**src/rtl/microseq.sv**
```systemverilog
module microseq #(
  parameter int AW    = 7,
  parameter int SW    = 5,
  parameter int NCTRL = 17
) (
  input  logic             clk,
  input  logic             rst,
  input  logic             load_en,
  input  logic [AW-1:0]    load_addr,
  input  logic [SW+AW:0]   load_word,
  input  logic [AW-1:0]    ent_fetch,
  input  logic [AW-1:0]    ent_store,
  input  logic [AW-1:0]    ent_load,
  input  logic [AW-1:0]    ent_add,
  input  logic [AW-1:0]    ent_sub,
  input  logic [AW-1:0]    ent_jump,
  input  logic [AW-1:0]    ent_stop,
  input  logic [2:0]       opcode,
  input  logic             zero_flag,
  input  logic             minus_flag,
  output logic [NCTRL-1:0] ctrl,
  output logic [AW-1:0]    upc,
  output logic             done
);
  localparam int WW       = SW + AW + 1;
  localparam int DEPTH    = 1 << AW;
  localparam int DECODE_C = NCTRL - 2;
  localparam int CYCLE_C  = NCTRL - 1;
  localparam int HALT_C   = (1 << SW) - 1;

  logic [WW-1:0] store [DEPTH];
  logic [WW-1:0] w;
  logic [SW-1:0] sig;
  logic          lvl;
  logic [AW-1:0] nxt;
  logic [AW-1:0] disp;
  logic [AW-1:0] upc_d;
  logic          halt_q;
  logic          step;

  assign w    = store[upc];
  assign sig  = w[WW-1 -: SW];
  assign lvl  = w[AW];
  assign nxt  = w[AW-1:0];
  assign step = !load_en && !halt_q;
  assign done = halt_q;

  always_ff @(posedge clk)
    if (load_en) store[load_addr] <= load_word;

  always_comb begin
    case (opcode)
      3'b000:  disp = ent_store;
      3'b001:  disp = ent_load;
      3'b010:  disp = ent_add;
      3'b011:  disp = ent_sub;
      3'b100:  disp = ent_jump;
      3'b101:  disp = zero_flag  ? ent_jump : ent_fetch;
      3'b110:  disp = minus_flag ? ent_jump : ent_fetch;
      default: disp = ent_stop;
    endcase
  end

  always_comb begin
    if (lvl && sig == SW'(DECODE_C))     upc_d = disp;
    else if (lvl && sig == SW'(CYCLE_C)) upc_d = ent_fetch;
    else                                 upc_d = nxt;
  end

  always_ff @(posedge clk) begin
    if (rst) begin
      upc    <= ent_fetch;
      halt_q <= 1'b0;
    end else if (step) begin
      upc <= upc_d;
      if (sig == SW'(HALT_C)) halt_q <= lvl;
    end
  end

  for (genvar i = 0; i < NCTRL; i++) begin : g_line
    always_ff @(posedge clk) begin
      if (rst)                             ctrl[i] <= 1'b0;
      else if (step && sig == SW'(i))      ctrl[i] <= lvl;
    end
  end
endmodule


```
**config.mk**
```make
export PLATFORM = sky130hd
export DESIGN_NAME = microseq
export DESIGN_NICKNAME = d
export VERILOG_FILES = /design/src/rtl/microseq.sv
export SDC_FILE = /design/constraint.sdc
export NUM_CORES = 2
export LEC_CHECK = 0
export ABC_AREA = 1
export BUFFER_PORTS_ARGS = -buffer_cell sky130_fd_sc_hd__buf_4
export CORE_MARGIN = 4
export CORE_UTILIZATION = 65
export CTS_BUF_LIST = sky130_fd_sc_hd__clkbuf_4
export DETAILED_ROUTE_END_ITERATION = 6
export GPL_ROUTABILITY_DRIVEN = 0
export HOLD_SLACK_MARGIN = 0.02
export PLACE_DENSITY = 0.81
export SLEW_MARGIN = 20
export SYNTH_ARGS = -nofsm -noshare
export SYNTH_HDL_FRONTEND = slang
export SYNTH_SLANG_ARGS = --single-unit
```
**constraint.sdc**
```tcl
create_clock -name clk -period 4.1 [get_ports clk]
set_clock_uncertainty 0.05 [all_clocks]
set_input_delay 0.82 -clock clk [delete_from_list [all_inputs] [get_ports clk]]
set_output_delay 0.82 -clock clk [all_outputs]
set_load 0.02 [all_outputs]
```
**Word-level counts from Yosys, hierarchy flattened**

Memory sizes are Yosys's and may differ from the RTL's. A register that Yosys moved wholly into a read port is not among the register bits.
Cells that the tools add are included.

- Flip-flop bits (word level): 25
- Input port bits: 77
- Memory bits (writable): 1,664
- Word-level logic and storage cells: 79
- Memories kept: 1
- Output and inout bits: 25

Memory list:

| name | words | bits a word | rd ports | clocked after Yosys merged registers in | wr ports | RTL line | RTL |
|---|---|---|---|---|---|---|---|
| store | 128 | 13 | 1 | 1 | 1 | 31 | `logic [WW-1:0] store [DEPTH];` |

- Multiplexer cells: 10
- Reductions and logical operators: 26
- Eq/ne operators: 23

Operator list:

| kind | number |
|---|---|
| two-way mux 7 bit | 7 |
| one-hot mux 7 bit (7 select lines) | 1 |
| equality test 5 x 4 -> 1 bit, second input constant | 8 |
| equality test 5 x 3 -> 1 bit, second input constant | 4 |
| logical AND 1 bit | 20 |
| equality test 5 x 2 -> 1 bit, second input constant | 2 |
| equality test 5 bit, second input constant | 2 |
| equality test 3 bit, second input constant | 3 |
| equality test 3 x 2 -> 1 bit, second input constant | 2 |
| equality test 5 x 1 -> 1 bit, second input constant | 1 |
| logical NOT 5 bit | 1 |
| equality test 3 x 1 -> 1 bit, second input constant | 1 |
| logical NOT 3 bit | 1 |
| logical NOT 1 bit | 2 |
| two-way mux 1 bit | 2 |
| AND reduction 2 bit | 1 |
| nonzero test 2 bit | 1 |

**Longest topological paths before layout**

- Depth after elaboration: 7
- Mapped depth: 22
- Mapped depth without buffers: 19

**Worst setup path after synthesis**

OpenSTA, ideal clock, no wires.

- Path kind: in2reg
- Start point: in load_en
- End point: mem store[106][0] in the netlist's numbering, enable pin
- Cell stages on the path: 4
- Path buffers: 2
- Slack: 1.655 ns
- Arrival time: 2.013 ns
- Setup time: 0.382 ns
- Required time: 3.668 ns
- Path through: buf_1 -> nand2_1 -> clkbuf_1 -> nor2_1

- Longest elaborated chain between the ends: 2

Ends and longest elaborated chain:

| item | RTL line | RTL |
|---|---|---|
| start: declaration | 8 | `input logic load_en,` |
| two-way mux 1 bit | 49 | `if (load_en) store[load_addr] <= load_word;` |
| two-way mux 1 bit (not written as such) | 49 |  |
| end: declaration | 31 |  |

Every way passes these cells.

==> reports/qor.txt <==
Status = complete, but fails checks
Failing checks = design-rule violations
Type of the worst setup path = reg -> reg
Bufs on Longest Clock Path = 4
Min-delay src = load_word[0]
Fin nets = 6062
Worst-path cell chain = buf_12, buf_12, buf_12, nand2_1, nand3_1, nand3_1, nand3_1, nand2_1, o21ai_1, nand2_1, nand3_1, nand2_2, nor2_8, nand3_4, nand2_1, nand3_1, a21boi_1
Max-cap violations = 0
Top cell type's share of synthesized area = 72.8%
Netlist Area Pre-Place = 68900 um2
Yosys reg bits = 1696
Clock slew at reported path FFs = 0.08 ns
Vias in the first global route = 48100
Pleak = 27.0 nW
DP Wirelength = 105000 um
Synth warnings = 0
FMAX = 259 MHz
Largest family of logic cells by synthesized area = simple AND/OR/NAND/NOR gates
Setup-failing EPs final = 0
Switching power = 0.0206 W
Htree depth = 5
Mapped Cells = 5572
Clock Power Share = 25.7%
I/O pin cnt = 102
Post-synthesis sequential area ratio = 73.5%
Critical Path End Type = flip-flop
Sink count of the clock tree = 1696
Synth Area in Adders = 0%
All-layer global routing usage = 33.2%
DRC = 4
Syn_nets = 5649
CP required = 5.12 ns
RSZ-0062 raised after global routing = false
Min-Delay Endpoint = store[45][0]
Core box area = 105000 um2
Final Critical Period = 3.87 ns
Total setup buffers inserted after CTS = 0
Internal Power = 0.0311 W
P&R area growth vs syn = 11.7%
Clk root buf = clkbuf_4
Switching Fraction = 39.8%
Fin. Hold Viols = 0
First-pass DRT Iterations = 7
Ys async rst share = 0%
Routed Antenna Nets = 0
Initial drt markers = 7803
Pin count of the biggest net entering global routing = 182
Worst slew pin tran = 1.18 ns
Primary FF master, synth = edfxtp_1
Distinct cells, synth = 40
Maximum vdd drop = 1.33 mV
Reg power frac = 37.6%
TritonCTS clock tree = built
Initial antenna violation count = 8
Full die area = 111000 um2
Largest fanout on the critical path = 60
Share of post-route cells with drive strength above 1 = 16.1%
Starting Density = 65.5%
R2R cell count = 17
Most area-consuming cells after synthesis = edfxtp_1 (73%), nand3_1 (6.4%), nand2_1 (5.7%)
Clock Latency Late Sink = 1.28 ns
Worst rel slew slack = 21.5%
Crit-path slowest cell = dfxtp_4
PwrDens = 672 nW/um2
CP Launch Type = flip-flop
FF/Latch Area = 50700 um2
Grt total ovfl = 0
Final number of max-transition violations = 0
Via count = 49500
Cell depth of the worst min-delay path = 1
EDFF count, synth = 1671
Crit path top cell by count = nand3_1
Via density = 6.46
Comb pwr share = 36.7%
Total CTS buffers = 420
Drt wl/cell = 24.6 um
Core Util, Final = 73.1%
First-pass GRT wire length = 281000 um
Delay of the slowest critical-path stage = 0.47 ns
Reg2Reg Setup Slack = 0.23 ns
Area occupied by multi-input gates = 15900 um2
Compound-gate portion of the synthesized area = 7.04%
Worst R2R End = upc[6]
Total wire length = 189000 um
Crit share post-route = 94.3%
Simple-Gate Fraction of Synth Area = 16.0%
Critical Path AT = 4.89 ns
Fill cells = 6434
Die Height = 334 um
Largest area contributor in the netlist = edfxtp_1
Post-synthesis mux area share = 0%
Die W = 334 um
Syn_area_per_cell = 12.4 um2
Hold Crit Class = in -> reg
Setup TNS = 0 ns
Rows = 119
Xor and xnor area share after synthesis = 0%
I/O Buffers = 101
[registers in the layout (all words and copies together) (netlist names), named ones only]
name and flops:
store 1664, ctrl 17, upc 7, done 1
[area by class of cell]
cell class                      instances  area share, %
Clock inverter                        111          0.746
Clock buffer                          587           5.73
Multi-Input combinational cell       3409           20.6
Timing Repair Buffer                  373           4.25
Antenna cell                            5         0.0163
Tap cell                             1391           2.26
Sequential cell                      1696           65.9
Inverter                               85          0.472
[routing by layer]
metal	up-vias	global-route usage, %	routed length (um)	part of all wire [%]
met5	-	0	13	0.0069
met4	2	17.7	10000	5.3
met1	23300	43.5	64400	34
li1	21400	-	-	-
met2	4157	51.2	87900	47
met3	674	9.30	26300	14
[cells in the mapped netlist, types with 3 or more instances]
cell and n:
a21oi_1 50, o21ai_0 482, o21ai_1 20, o221ai_1 153, o22ai_1 56, nand2_1 1052, clkinv_1 3, buf_2 154
a31oi_1 4, nand2_4 3, inv_1 77, a221oi_1 5, buf_6 37, nand3_1 876, a21boi_1 7, buf_4 31
dfxtp_1 25, clkbuf_1 137, o211ai_1 23, a211oi_1 4, edfxtp_1 1671, nand2_2 4, nand4_1 14, buf_1 22
inv_2 4, nor2_1 626, nor3_1 11
[power groups by stage]
stage	Sequential, W	Clock (W)	Combinational, W
2_1_floorplan	0.0197	0	0.0121
3_3_place_gp	0.0198	0	0.0176
6_report	0.0194	0.0133	0.0190
4_1_cts	0.0194	0.0134	0.0183
5_1_grt	0.0194	0.0144	0.0202
3_5_place_dp	0.0198	0	0.0182
[cell usage in the layout (no fill, tap or decap), types with 23 or more instances in the layout]
cell type  netlist  layout
nand3_1        876     876
o211ai_1        23      23
edfxtp_1      1671    1671
inv_1           77      76
o21ai_0        482     482
clkinv_1         3      84
buf_12           0      33
clkbuf_4         0     587
o221ai_1       153     153
nor2_1         626     626
buf_4           31     325
a21oi_1         50      50
o22ai_1         56      56
nand2_1       1052    1052
[what timing repair did]
action,CTS,global route
gates resized for setup,0,0
hold buffers,9,1
hold endpoints to repair,32,33
[stage by stage]
stage               setup slack (ns)  hold slack [ns]  area, um2  total power [W]  cells
detailed placement             0.475            0.420      71800           0.0380   6943
global placement               0.577            0.400      71800           0.0374   6943
CTS                            0.393           0.0553      76900           0.0512   7650
finish                         0.232            0.115      76900           0.0517   7657
global route                  0.0444           0.0568      76900           0.0540   7654
floorplan                       1.65            0.470      68900           0.0318   5572
[critical path, delay by kind of cell (launching register included)]
| kind | cells | cell delay [ns] |
|---|---|---|
| AOI/OAI and AO/OA | 2 | 0.41 |
| buffers and inverters | 3 | 0.75 |
| DFF | 1 | 0.47 |
| and+or+nand+nor | 12 | 1.91 |
[logic make-up (layout without fill, tap and decap cells)]
| kind of cell | Yosys count | in the layout |
|---|---|---|
| AOI/OAI and AO/OA | 813 | 813 |
| buffers and inverters | 467 | 1156 |
| other | 0 | 5 |
| and+or+nand+nor | 2596 | 2596 |
| DFF | 1696 | 1696 |
[how the worst max path moves through the flow]
stage	from	endpoint	slack, ns	cells past startpoint
after global routing	flip-flop	flip-flop	0.04	19
after floorplan	load_en	store[106][0]	1.65	4
after CTS	flip-flop	upc[6]	0.39	17
final	flip-flop	upc[6]	0.23	17
after detailed placement	flip-flop	flip-flop	0.48	19
after global placement	flip-flop	flip-flop	0.58	19
Power figures use the tool's default switching activity.
